**src/rtl/h2s_pkg.sv**
```systemverilog
`timescale 1ns/1ps
package h2s_pkg;
    localparam int HALF_EXP_W  = 5;
    localparam int HALF_FRAC_W = 10;
    localparam int HALF_W      = 1 + HALF_EXP_W + HALF_FRAC_W;
    localparam int SGL_EXP_W   = 8;
    localparam int SGL_FRAC_W  = 23;
    localparam int SGL_W       = 1 + SGL_EXP_W + SGL_FRAC_W;
    localparam int HALF_BIAS   = (1 << (HALF_EXP_W - 1)) - 1;
    localparam int SGL_BIAS    = (1 << (SGL_EXP_W - 1)) - 1;
    localparam int REBIAS      = SGL_BIAS - HALF_BIAS;
    localparam int PAD_W       = SGL_FRAC_W - HALF_FRAC_W;
    localparam int LZ_W        = $clog2(HALF_FRAC_W);

    typedef enum logic [1:0] {
        CLS_ZERO,
        CLS_SUB,
        CLS_NORM,
        CLS_SPECIAL
    } in_class_e;
endpackage

```
**src/rtl/h2s_split.sv**
```systemverilog
`timescale 1ns/1ps
module h2s_split
    import h2s_pkg::*;
(
    input  logic [HALF_W-1:0]      word,
    output logic                   sign,
    output logic [HALF_EXP_W-1:0]  expo,
    output logic [HALF_FRAC_W-1:0] frac,
    output in_class_e              cls
);
    logic exp_zero;
    logic exp_full;

    assign sign     = word[HALF_W-1];
    assign expo     = word[HALF_W-2:HALF_FRAC_W];
    assign frac     = word[HALF_FRAC_W-1:0];
    assign exp_zero = (expo == '0);
    assign exp_full = (expo == '1);

    always_comb begin
        if (exp_full)
            cls = CLS_SPECIAL;
        else if (!exp_zero)
            cls = CLS_NORM;
        else if (frac != '0)
            cls = CLS_SUB;
        else
            cls = CLS_ZERO;
    end
endmodule

```
**src/rtl/h2s_lead_one.sv**
```systemverilog
`timescale 1ns/1ps
module h2s_lead_one #(
    parameter int W  = 10,
    parameter int CW = $clog2(W)
) (
    input  logic [W-1:0]  vec,
    output logic [CW-1:0] lz
);
    logic [W-1:0] clear_above;
    logic [W-1:0] hit;

    genvar i;
    generate
        for (i = W - 1; i >= 0; i--) begin : g_chain
            if (i == W - 1) begin : g_top
                assign clear_above[i] = 1'b1;
            end else begin : g_rest
                assign clear_above[i] = clear_above[i+1] & ~vec[i+1];
            end
            assign hit[i] = vec[i] & clear_above[i];
        end
    endgenerate

    always_comb begin
        lz = '0;
        for (int k = 0; k < W; k++) begin
            if (hit[k])
                lz = lz | CW'(W - 1 - k);
        end
    end
endmodule

```
**src/rtl/h2s_lshift.sv**
```systemverilog
`timescale 1ns/1ps
module h2s_lshift #(
    parameter int W  = 10,
    parameter int SW = $clog2(W)
) (
    input  logic [W-1:0]  din,
    input  logic [SW-1:0] amt,
    output logic [W-1:0]  dout
);
    logic [W-1:0] stg [SW+1];

    assign stg[0] = din;

    genvar s;
    generate
        for (s = 0; s < SW; s++) begin : g_stage
            assign stg[s+1] = amt[s] ? (stg[s] << (1 << s)) : stg[s];
        end
    endgenerate

    assign dout = stg[SW];
endmodule

```
**src/rtl/h2s_widen.sv**
```systemverilog
`timescale 1ns/1ps
module h2s_widen
    import h2s_pkg::*;
(
    input  logic              clk,
    input  logic              rst,
    input  logic              in_valid,
    input  logic [HALF_W-1:0] in_half,
    output logic              out_valid,
    output logic [SGL_W-1:0]  out_single
);
    logic                   sign;
    logic [HALF_EXP_W-1:0]  expo;
    logic [HALF_FRAC_W-1:0] frac;
    in_class_e              cls;
    logic [LZ_W-1:0]        lz;
    logic [HALF_FRAC_W-1:0] norm;
    logic [SGL_W-1:0]       wide;

    h2s_split u_split (
        .word (in_half),
        .sign (sign),
        .expo (expo),
        .frac (frac),
        .cls  (cls)
    );

    h2s_lead_one #(.W(HALF_FRAC_W), .CW(LZ_W)) u_lead (
        .vec (frac),
        .lz  (lz)
    );

    h2s_lshift #(.W(HALF_FRAC_W), .SW(LZ_W)) u_shift (
        .din  (frac),
        .amt  (lz),
        .dout (norm)
    );

    always_comb begin
        unique case (cls)
            CLS_ZERO:
                wide = {sign, {(SGL_W-1){1'b0}}};
            CLS_SUB:
                wide = {sign,
                        SGL_EXP_W'(REBIAS) - SGL_EXP_W'(lz),
                        norm[HALF_FRAC_W-2:0], 1'b0,
                        {PAD_W{1'b0}}};
            CLS_NORM:
                wide = {sign,
                        SGL_EXP_W'(expo) + SGL_EXP_W'(REBIAS),
                        frac,
                        {PAD_W{1'b0}}};
            CLS_SPECIAL:
                wide = {sign, {SGL_EXP_W{1'b1}}, frac, {PAD_W{frac != '0}}};
            default:
                wide = '0;
        endcase
    end

    always_ff @(posedge clk) begin
        if (rst) begin
            out_valid  <= 1'b0;
            out_single <= '0;
        end else begin
            out_valid <= in_valid;
            if (in_valid)
                out_single <= wide;
        end
    end
endmodule

```
**config.mk**
```make
export PLATFORM = sky130hd
export DESIGN_NAME = h2s_widen
export DESIGN_NICKNAME = d
export VERILOG_FILES = /design/src/rtl/h2s_pkg.sv /design/src/rtl/h2s_split.sv /design/src/rtl/h2s_lead_one.sv /design/src/rtl/h2s_lshift.sv /design/src/rtl/h2s_widen.sv
export SDC_FILE = /design/constraint.sdc
export NUM_CORES = 1
export LEC_CHECK = 0
export CAP_MARGIN = 25
export CORE_ASPECT_RATIO = 0.9
export CORE_MARGIN = 2
export CORE_UTILIZATION = 51
export CTS_BUF_LIST = sky130_fd_sc_hd__clkbuf_8
export CTS_CLUSTER_SIZE = 24
export DETAILED_ROUTE_END_ITERATION = 7
export PLACE_DENSITY_LB_ADDON = 0.2
export SLEW_MARGIN = 20
export SYNTH_ARGS = -nofsm -noshare
export SYNTH_HDL_FRONTEND = slang
export SYNTH_SLANG_ARGS = --single-unit
export TNS_END_PERCENT = 5
```
**constraint.sdc**
```tcl
create_clock -name clk -period 5.12 [get_ports clk]
set_clock_uncertainty 0.1 [all_clocks]
set_input_delay 1.024 -clock clk [delete_from_list [all_inputs] [get_ports clk]]
set_output_delay 1.024 -clock clk [all_outputs]
set_load 0.01 [all_outputs]
```
After elaboration in Yosys (flattened, before gate mapping)

Cells that the tools add are included.

Flip-flop bits (word level): 33
Bits of input ports: 19
Output and inout bits: 33
Logic and storage cells: 54

Add/sub/neg operators: 2
Eq/ne operators: 4
Mux-type cells: 17
Bitwise operators: 26
Reductions and logical operators: 3

Operator list:

| operator                                         | count |
|---|---|
| one-hot mux 32 bit (4 select lines)              | 1 |
| two-way mux 9 bit                                | 4 |
| bitwise AND 1 bit                                | 17 |
| two-way mux 3 bit                                | 4 |
| nonzero test 10 bit                              | 1 |
| inverter 1 bit                                   | 9 |
| adder 5 x 7 -> 8 bit (second input constant)     | 1 |
| two-way mux 2 bit                                | 4 |
| two-way mux 4 bit                                | 2 |
| subtractor 7 x 4 -> 8 bit (first input constant) | 1 |
| == test 5 bit (second input constant)            | 1 |
| logical NOT 5 bit                                | 1 |
| == test 2 bit (second input constant)            | 2 |
| == test 2 x 1 -> 1 bit (second input constant)   | 1 |
| logical NOT 2 bit                                | 1 |
| two-way mux 1 bit                                | 2 |

Logic depth before layout (Yosys ltp)

Gate-level depths: netlist (run 1).

Depth after elaboration: 24
Gate-level depth with buffers: 8
Mapped depth without buffers: 6

By module

Synthesis (run 1) repeated with hierarchy kept, for this count alone.

Cells, all modules: 210
Area, all modules: 1717.9 um2

By module, submodules not included:

| module       | times used | cells an instance | area an instance (um2) | seq. area each (um2) |
|---|---|---|---|---|
| h2s_widen    | 1          | 119               | 1039.7                 | 400.4 |
| h2s_lshift   | 1          | 50                | 402.9                  | 0.0 |
| h2s_split    | 1          | 25                | 175.2                  | 0.0 |
| h2s_lead_one | 1          | 16                | 100.1                  | 0.0 |

Worst setup path after synthesis (run 1)

OpenSTA, ideal clock, no wires.

Kind: input-to-reg
From: input in_half[3]
To: register out_single[17]
Library setup time: 0.116 ns
Data arrival time: 2.519 ns
Data required time: 4.904 ns
Setup slack: 2.385 ns
Stages on the path: 8
Buffers on the path: 2
Cells stage by stage: buf_2 -> nor4_4 -> nand2_2 -> o311ai_4 -> buf_6 -> mux2i_1 -> nand2_1 -> a31o_1

Cells in the longest elaborated chain, start to end: 19
Elaborated cells between the ends (all ways): 30
Classes of those cells: eq/ne (3); mux (17); bitwise (8); reduce/logical (2)

RTL lines:

| element                               | RTL line           | source |
|---|---|---|
| start, declared                       | h2s_widen.sv:8     | `input logic [HALF_W-1:0] in_half,` |
| inverter 1 bit                        | h2s_lead_one.sv:18 | `assign clear_above[i] = clear_above[i+1] & ~vec[i+1];` |
| bitwise AND 1 bit (3 in series)       | h2s_lead_one.sv:18 |  |
| bitwise AND 1 bit                     | h2s_lead_one.sv:20 | `assign hit[i] = vec[i] & clear_above[i];` |
| two-way mux 4 bit (2 in series)       | h2s_lead_one.sv:27 | `if (hit[k])` |
| two-way mux 3 bit (4 in series)       | h2s_lead_one.sv:27 |  |
| two-way mux 2 bit (2 in series)       | h2s_lead_one.sv:27 |  |
| two-way mux 1 bit                     | h2s_lead_one.sv:27 |  |
| two-way mux 9 bit (4 in series)       | h2s_lshift.sv:17   | `assign stg[s+1] = amt[s] ? (stg[s] << (1 << s)) : stg[s];` |
| one-hot mux 32 bit (4 select lines) * | h2s_widen.sv:40    | `unique case (cls)` |
| end signal, assigned                  | h2s_widen.sv:67    | `out_single <= wide;` |
| end, declared                         | h2s_widen.sv:10    | `output logic [SGL_W-1:0] out_single` |

Mark *: on every way between the ends. The rest lies on a longest branch, timed or not. The select of a mux whose other input is x is not followed.
A chain may end at the register's enable or synchronous reset.

Worst setup path in the final report (run 1)

From: input in_half[9]
To: register out_single[22]

Cells in the longest elaborated chain, start to end: 24
Elaborated cells between the ends (all ways): 40
Classes of those cells: eq/ne (3); mux (17); bitwise (18); reduce/logical (2)

RTL lines:

| element                               | RTL line |
|---|---|
| inverter 1 bit                        | h2s_lead_one.sv:18 |
| bitwise AND 1 bit (8 in series)       | h2s_lead_one.sv:18 |
| bitwise AND 1 bit                     | h2s_lead_one.sv:20 |
| two-way mux 4 bit (2 in series)       | h2s_lead_one.sv:27 |
| two-way mux 3 bit (4 in series)       | h2s_lead_one.sv:27 |
| two-way mux 2 bit (2 in series)       | h2s_lead_one.sv:27 |
| two-way mux 1 bit                     | h2s_lead_one.sv:27 |
| two-way mux 9 bit (4 in series)       | h2s_lshift.sv:17 |
| one-hot mux 32 bit (4 select lines) * | h2s_widen.sv:40 |

Marked as above.

==> metrics.md, run 1 <==
| Metric | Value |
|---|---|
| Setup crit start kind | `primary input` |
| Crit-path max FO | `15` |
| Root Driver | `clkbuf_8` |
| Top-count cell post-synth | `nor2_1` |
| Row count | `19` |
| Post-Syn Instances | `between 200 and 250` |
| Vias in the first global route | `about 1500` |
| Initial antenna violation count | `0` |
| Fillcell total | `around 260` |
| Top_reg_cell synth | `dfxtp_1` |
| Max Cap Viol | `0` |
| GPL Wtd Cong | `between 0.9 and 1` |
| GRT Util Overall | `0.261` |
| CP Capture Type | `flop` |
| Leak Pwr | `~0.00071 µW` |
| Syn Nets | `223` |
| CTS max path bufs | `2` |
| Remaining DRCs | `0` |
| Flop pwr share | `0.436` |
| Hpwl dp | `roughly 3400 µm` |
| CP Launch Point | `in_half[9]` |
| Status | `completed` |
| CTS Buf Count | `3` |
| Final min period | `3.65 ns` |
| Met3 track demand over resource | `0.0601` |
| Sw Pwr | `between 100 and 150 µW` |
| Largest cells by area after synthesis | `dfxtp_1 (25%), buf_4 (6.2%), mux2i_1 (5.7%), a21oi_1 (5.4%), nor2_1 (5.0%)` |
| DR pass1 iterations | `4` |
| Post-synth top area share | `0.254` |
| Slew @ Worst Pin | `just under 0.8 ns` |
| Crit-path cells | `clkdlybuf4s50_1 -> nor4_4 -> nand2_2 -> o311ai_4 -> mux2_2 -> o21a_1 -> o32ai_1` |
| HP Class | `flop to flop` |
| Worst Path Arrival | `about 3.7 ns` |
| Vias | `around 1700` |
| Synth Register Bits | `20` |
| Area leader, netlist | `dfxtp_1` |
| Diode count | `0` |
| TNS Setup | `0 ns` |
| Synth cell count leaders | `nor2_1 (21), dfxtp_1 (20), a21oi_1 (17)` |
| VDD IR max | `~0.17 mV` |
| Clk slew on worst S/H paths | `around 0.07 ns` |
| Switch share | `0.295` |
| Clock sinks | `20` |
| Cts repair resizes | `0` |
| Initial Util | `0.525` |
| Slowest stage delay, CP | `approximately 0.7 ns` |
| Fin. Hold Viols | `0` |
| Hold WS | `about 0.39 ns` |
| Slew HR | `0.486` |
| Power Density | `just under 200 nW/µm²` |
| Area of the mapped netlist | `roughly 1600 µm²` |
| Share of cells above drive strength 1 | `0.0611` |
| H-tree Lvls | `1` |
| Final period utilization | `0.712` |
| I/O pin count | `52` |
| Gr busiest metal | `met2` |
| Vias/cell | `6.11` |
| Hold_sp | `out_single[23]` |
| Avg Cell Area, Syn | `just under 8 µm²` |
| Final wirelength | `between 4000 and 5000 µm` |
| TritonCTS clock tree | `yes` |
| Clock power share | `0.253` |
| Core Region | `approximately 3000 µm²` |
| Critical path class | `primary input to flop` |
| Die W | `62.6 µm` |
| First-pass GRT wire length | `~7400 µm` |
| Setup bufs post-CTS | `0` |
| Initial drt markers | `120` |
| CP Buf/Inv Count | `1` |
| Unrepaired setup endpoints after global routing | `no` |
| Final nets | `250` |
| Met2 Use GR | `0.402` |
| Setup Viol. Count Final | `0` |
| IO buf count | `51` |
| YS warnings | `0` |
| WL/cell | `16.9 µm` |
| Slowest-stage cell, CP | `clkdlybuf4s50_1` |
| WP data required | `around 5.2 ns` |
| Cell-internal power | `about 280 µW` |
| EDFF count, synth | `0` |
| Post-CTS Hold Buffers | `0` |
| Crit path max-delay family | `compound AO/OA/AOI/OAI gates` |
| Largest net degree at the start of global routing | `21` |
| F_max | `between 200 and 300 MHz` |
| Register area share after synthesis | `0.254` |
| Worst-Skew Late Latency | `around 0.25 ns` |
| Die area | `~3500 µm²` |
| Worst r2r src | `out_single[20]` |
| Synth cell types | `48` |
| DRT antenna net count | `0` |
| Gate power share | `0.311` |
| Final Max Slew Viols | `0` |
| Syn-to-layout area delta | `27.4%` |
| Ys async rst share | `0` |
| Grt ovf | `0` |
| Die Y-Extent | `between 50 and 60 µm` |
| Core Util, Final | `0.670` |
| Met1 Use GR | `0.368` |
worst min-delay path: cells and delay by family, from the launching register on:
family	cells	cell delay [ns]
flip-flops	1	0.31
AND/OR/NAND/NOR	1	0.08
AO/OA/AOI/OAI	1	0.05
per-stage QoR:
step | instance area, µm² | instances | worst slack (ns) | total power [µW]
final | 2010 | 271 | 1.47 | 390
after global routing | 2010 | 271 | 1.32 | 409
after CTS | 2010 | 271 | 1.55 | 391
after detailed placement | 1960 | 268 | 1.30 | 293
after global placement | 1960 | 268 | 1.34 | 291
after floorplan | 1570 | 204 | 2.39 | 244
logic make-up after synthesis:
logic type             share of synthesized area
buffers and inverters                      0.122
AO/OA/AOI/OAI                              0.303
multiplexers                              0.0715
XOR/XNOR                                 0.00557
flip-flops                                 0.254
AND/OR/NAND/NOR                            0.244
layout by cell type, fill, tap and decap left out, types with 3 or more instances in the layout:
cell / instances
o32ai_1: 5
clkbuf_8: 3
nor2_1: 21
dfxtp_1: 20
inv_1: 3
a21o_1: 5
clkdlybuf4s50_1: 51
o21ai_0: 12
a21oi_1: 17
nand2_1: 11
nand3_1: 5
mux2i_1: 9
nand2b_1: 5
a31oi_1: 6
nor2b_1: 11
nor3_1: 4
flip-flops by register name (all words and copies together) (netlist names):
name	count
out_single	19
out_valid	1
per-layer routing:
layer  part of all wire  up-vias
met1               0.47      791
met3              0.056        8
met4              0.012        0
met2               0.46       73
met5                  0        -
li1                   -      785
final timing paths:
check / depth (start not counted) / end / slack, ns
max: 7 / out_single[22] / 1.47
min: 2 / out_single[23] / 0.39
max reg2reg: 3 / out_single[20] / 4.04
min reg2reg: 2 / out_single[23] / 0.39
layout make-up:
cell class	instances	area [µm²]	area share
timing repair buffer	52	518	0.258
sequential	20	400	0.200
inverter	3	11.3	0.00561
tap	42	52.6	0.0262
clock buffer	3	41.3	0.0206
multi-input combinational	151	982	0.490
power groups by stage:
stage	clock network (µW)	registers (µW)	logic, µW
floorplan	0	177	66.8
global placement	0	173	118
detailed placement	0	174	119
CTS	101	170	120
global route	107	171	131
finish	98.9	170	121
(Power assumes the default switching activity.)
==> run 2: changes to the inputs <==
--- a/config.mk
+++ b/config.mk
@@ -8,7 +8,7 @@
 export CAP_MARGIN = 25
 export CORE_ASPECT_RATIO = 0.9
 export CORE_MARGIN = 2
-export CORE_UTILIZATION = 51
+export CORE_UTILIZATION = 43
 export CTS_BUF_LIST = sky130_fd_sc_hd__clkbuf_8
 export CTS_CLUSTER_SIZE = 24
 export DETAILED_ROUTE_END_ITERATION = 7
==> constraint.sdc (replaced) <==
create_clock -name clk -period 3.3 [get_ports clk]
set_clock_uncertainty 0.1 [all_clocks]
set_input_delay 0.66 -clock clk [delete_from_list [all_inputs] [get_ports clk]]
set_output_delay 0.66 -clock clk [all_outputs]
set_load 0.01 [all_outputs]
==> run 2 against run 1 <==
Critical path depth grew 1; first-iteration DRC count fell by 17%; routed wire length shrank 4.6%; largest cell class unchanged; global-route usage down 3.9 points; cell area rose by 5.3%; combinational power grew 62%; worst hold slack got worse by 0.021 ns; clock power is 88% higher; power increased by 65%; critical endpoint is now out_single[17]; non-clock buffer count rose by 12.
==> metrics.md, run 2 (synthesis results as in run 1) <==
| Metric | Value |
|---|---|
| Status | `completed` |
| Met2 Use GR | `0.361 (-0.0411)` |
| Hpwl dp | `3260 µm (-3.3%)` |
| Largest register FFs | `19 (unchanged)` |
| Flop2flop setup slack | `2.26 ns (-1.78 ns)` |
| Final min period | `around 2.8 ns` |
| Final wirelength | `4370 µm (-4.6%)` |
| CP Capture Type | `flop` |
| Setup bufs post-CTS | `0 (unchanged)` |
| Power Total | `646 µW (+65%)` |
| Final nets | `262 (+4.8%)` |
| DRT antenna net count | `0 (unchanged)` |
| Cts repair resizes | `0 (unchanged)` |
| Initial antenna violation count | `0 (unchanged)` |
| Vias in the first global route | `1513 (-0.85%)` |
| F_max | `~350 MHz` |
| Clk slew on worst S/H paths | `0.07 ns (about the same)` |
| Fillcell total | `307 (+19%)` |
| I/O pin count | `52 (unchanged)` |
| Commonest non-fill, non-tap cell in the layout | `clkdlybuf4s50_1` |
| Slew @ Worst Pin | `0.485 ns (-0.284 ns)` |
| GPL Wtd Cong | `0.988 (+5.0%)` |
| Vias/cell | `5.70 (-6.8%)` |
| Crit-path cells | `clkdlybuf4s50_1 -> nor4_4 -> nand2_2 -> o311ai_4 -> buf_4 -> mux2i_1 -> nand2_1 -> a31o_1` |
| HP Class | `flop to flop` |
| TritonCTS clock tree | `yes` |
| FF-to-FF End | `out_single[20]` |
| Crit-path max FO | `10 (-5)` |
| CTS max path bufs | `2 (unchanged)` |
| Worst r2r src | `out_single[20]` |
| CTS Buf Count | `3 (unchanged)` |
| Die W | `67.8 µm (+8.3%)` |
| Grt ovf | `0 (unchanged)` |
| Placed Instances | `282 (+5.2%)` |
| Core Util, Final | `0.616 (-0.0535)` |
| Layout Cells excl Fill | `286 (+5.5%)` |
| Top reg by flops | `out_single` |
| IO buf count | `51 (unchanged)` |
| Root Driver | `clkbuf_8` |
| Initial Util | `0.459 (-0.0664)` |
| TNS Setup | `0 ns (unchanged)` |
| Slowest stage delay, CP | `0.59 ns (-0.11 ns)` |
| WP data required | `3.36 ns (-1.82 ns)` |
| Power Density | `306 nW/µm² (+57%)` |
| H-tree Lvls | `1 (unchanged)` |
| WL/cell | `15.3 µm (-9.6%)` |
| Worst Path Arrival | `2.87 ns (-0.84 ns)` |
| Unrepaired setup endpoints after global routing | `no` |
| First-pass GRT wire length | `7070 µm (-4.3%)` |
| Hold WS | `0.372 ns (-0.0208 ns)` |
| Critical path class | `primary input to flop` |
| Slew HR | `0.675 (+0.190)` |
| DR pass1 iterations | `4 (unchanged)` |
| Largest net degree at the start of global routing | `35 (+67%)` |
| Row count | `20 (+1)` |
| Diode count | `0 (unchanged)` |
| Clock sinks | `20 (unchanged)` |
| Die Y-Extent | `61.4 µm (+8.3%)` |
| Met1 Use GR | `0.312 (-0.0558)` |
| Max Cap Viol | `0 (unchanged)` |
| Setup Viol. Count Final | `0 (unchanged)` |
| Crit path max-delay family | `buffers and inverters` |
| Leak Pwr | `0.000780 µW (+9.2%)` |
| VDD IR max | `0.190 mV (+11%)` |
| Die area | `4160 µm² (+17%)` |
| Initial drt markers | `100 (-17%)` |
| Syn-to-layout area delta | `34.2%` |
| Final Max Slew Viols | `0 (unchanged)` |
| Commonest cells after routing, fill and taps aside | `clkdlybuf4s50_1 (51), nor2_1 (21), dfxtp_1 (20)` |
| CP Buf/Inv Count | `2 (+1)` |
| Worst path depth | `8 (+1)` |
| Final period utilization | `0.854` |
| Fin. Hold Viols | `0 (unchanged)` |
| GRT Util Overall | `0.223 (-0.0385)` |
| R2R cell count | `3 (unchanged)` |
| Vias | `1630 (-1.6%)` |
| Post-CTS Hold Buffers | `0 (unchanged)` |
| Worst-Skew Late Latency | `0.25 ns (about the same)` |
| Worst setup path endpoint | `out_single[17]` |
| Slowest-stage cell, CP | `clkdlybuf4s50_1` |
| Remaining DRCs | `0 (unchanged)` |
| Setup crit start kind | `primary input` |
| Core Region | `3430 µm² (+14%)` |
| Share of cells above drive strength 1 | `0.112 (+0.0504)` |
| CP Launch Point | `in_half[5]` |
| Gr busiest metal | `met2` |
| Biggest regs | `out_single: 19 flops, out_valid: 1 flops` |
| Met3 track demand over resource | `0.0347 (-0.0254)` |
run 2: changes by cell type in the layout (fill, tap and decap cells not counted), sizes merged:
| cell | previous run | this run |
|---|---|---|
| buf | 1 | 13 |
| clkbuf | 3 | 4 |
run 2: worst reg2reg max path: stages (launching register included):
cell and delay [ns]:
dfxtp_1 0.36, nor2_1 0.05, a311o_1 0.31, a31oi_1 0.15
run 2: report_power, final:
group / internal [µW] / switching, µW
Sequential: 256 / 7.84
Combinational: 98.9 / 97.3
Clock: 106 / 79.6
run 2: how the worst min path moves through the flow:
| stage | to | start | slack, ns | cells past startpoint |
|---|---|---|---|---|
| 3_5_place_dp | out_single[13] | out_single[13] | 0.36 | 2 |
| 3_3_place_gp | out_single[13] | out_single[13] | 0.36 | 2 |
| 6_report | out_single[13] | out_single[13] | 0.37 | 2 |
| 4_1_cts | out_single[13] | out_single[13] | 0.38 | 2 |
| 5_1_grt | out_single[13] | out_single[13] | 0.39 | 2 |
| 2_1_floorplan | out_single[13] | out_single[13] | 0.39 | 2 |
run 2: cell type report:
type	instances	area [µm²]	area share
inverters	3	11.3	0.00533
well taps	44	55.1	0.0261
repair buffers	64	608	0.288
multi-input cells	151	982	0.465
clock buffers	4	55.1	0.0261
flip-flops and latches	20	400	0.190
run 2: metrics by stage:
| step | setup slack [ns] | instance area, µm² |
|---|---|---|
| final | 0.482 | 2110 |
| after global routing | 0.330 | 2110 |
| after CTS | 0.509 | 2110 |
| after detailed placement | 0.236 | 2060 |
| after global placement | 0.286 | 2060 |
| after floorplan | 0.929 | 1570 |
run 2: routing by layer:
| metal | vias to the layer above | wire length, µm |
|---|---|---|
| met5 | - | 0 |
| met4 | 0 | 72 |
| met3 | 11 | 377 |
| met2 | 83 | 1930 |
| met1 | 726 | 1980 |
| li1 | 810 | - |
==> run 3: changes to the inputs <==
--- a/config.mk
+++ b/config.mk
@@ -5,6 +5,7 @@
 export SDC_FILE = /design/constraint.sdc
 export NUM_CORES = 1
 export LEC_CHECK = 0
+export ABC_CLOCK_PERIOD_IN_PS = 3300
 export CAP_MARGIN = 25
 export CORE_ASPECT_RATIO = 0.9
 export CORE_MARGIN = 2
==> results of run 3 <==
Final layout, timing and power as in run 2 (identical DEF).
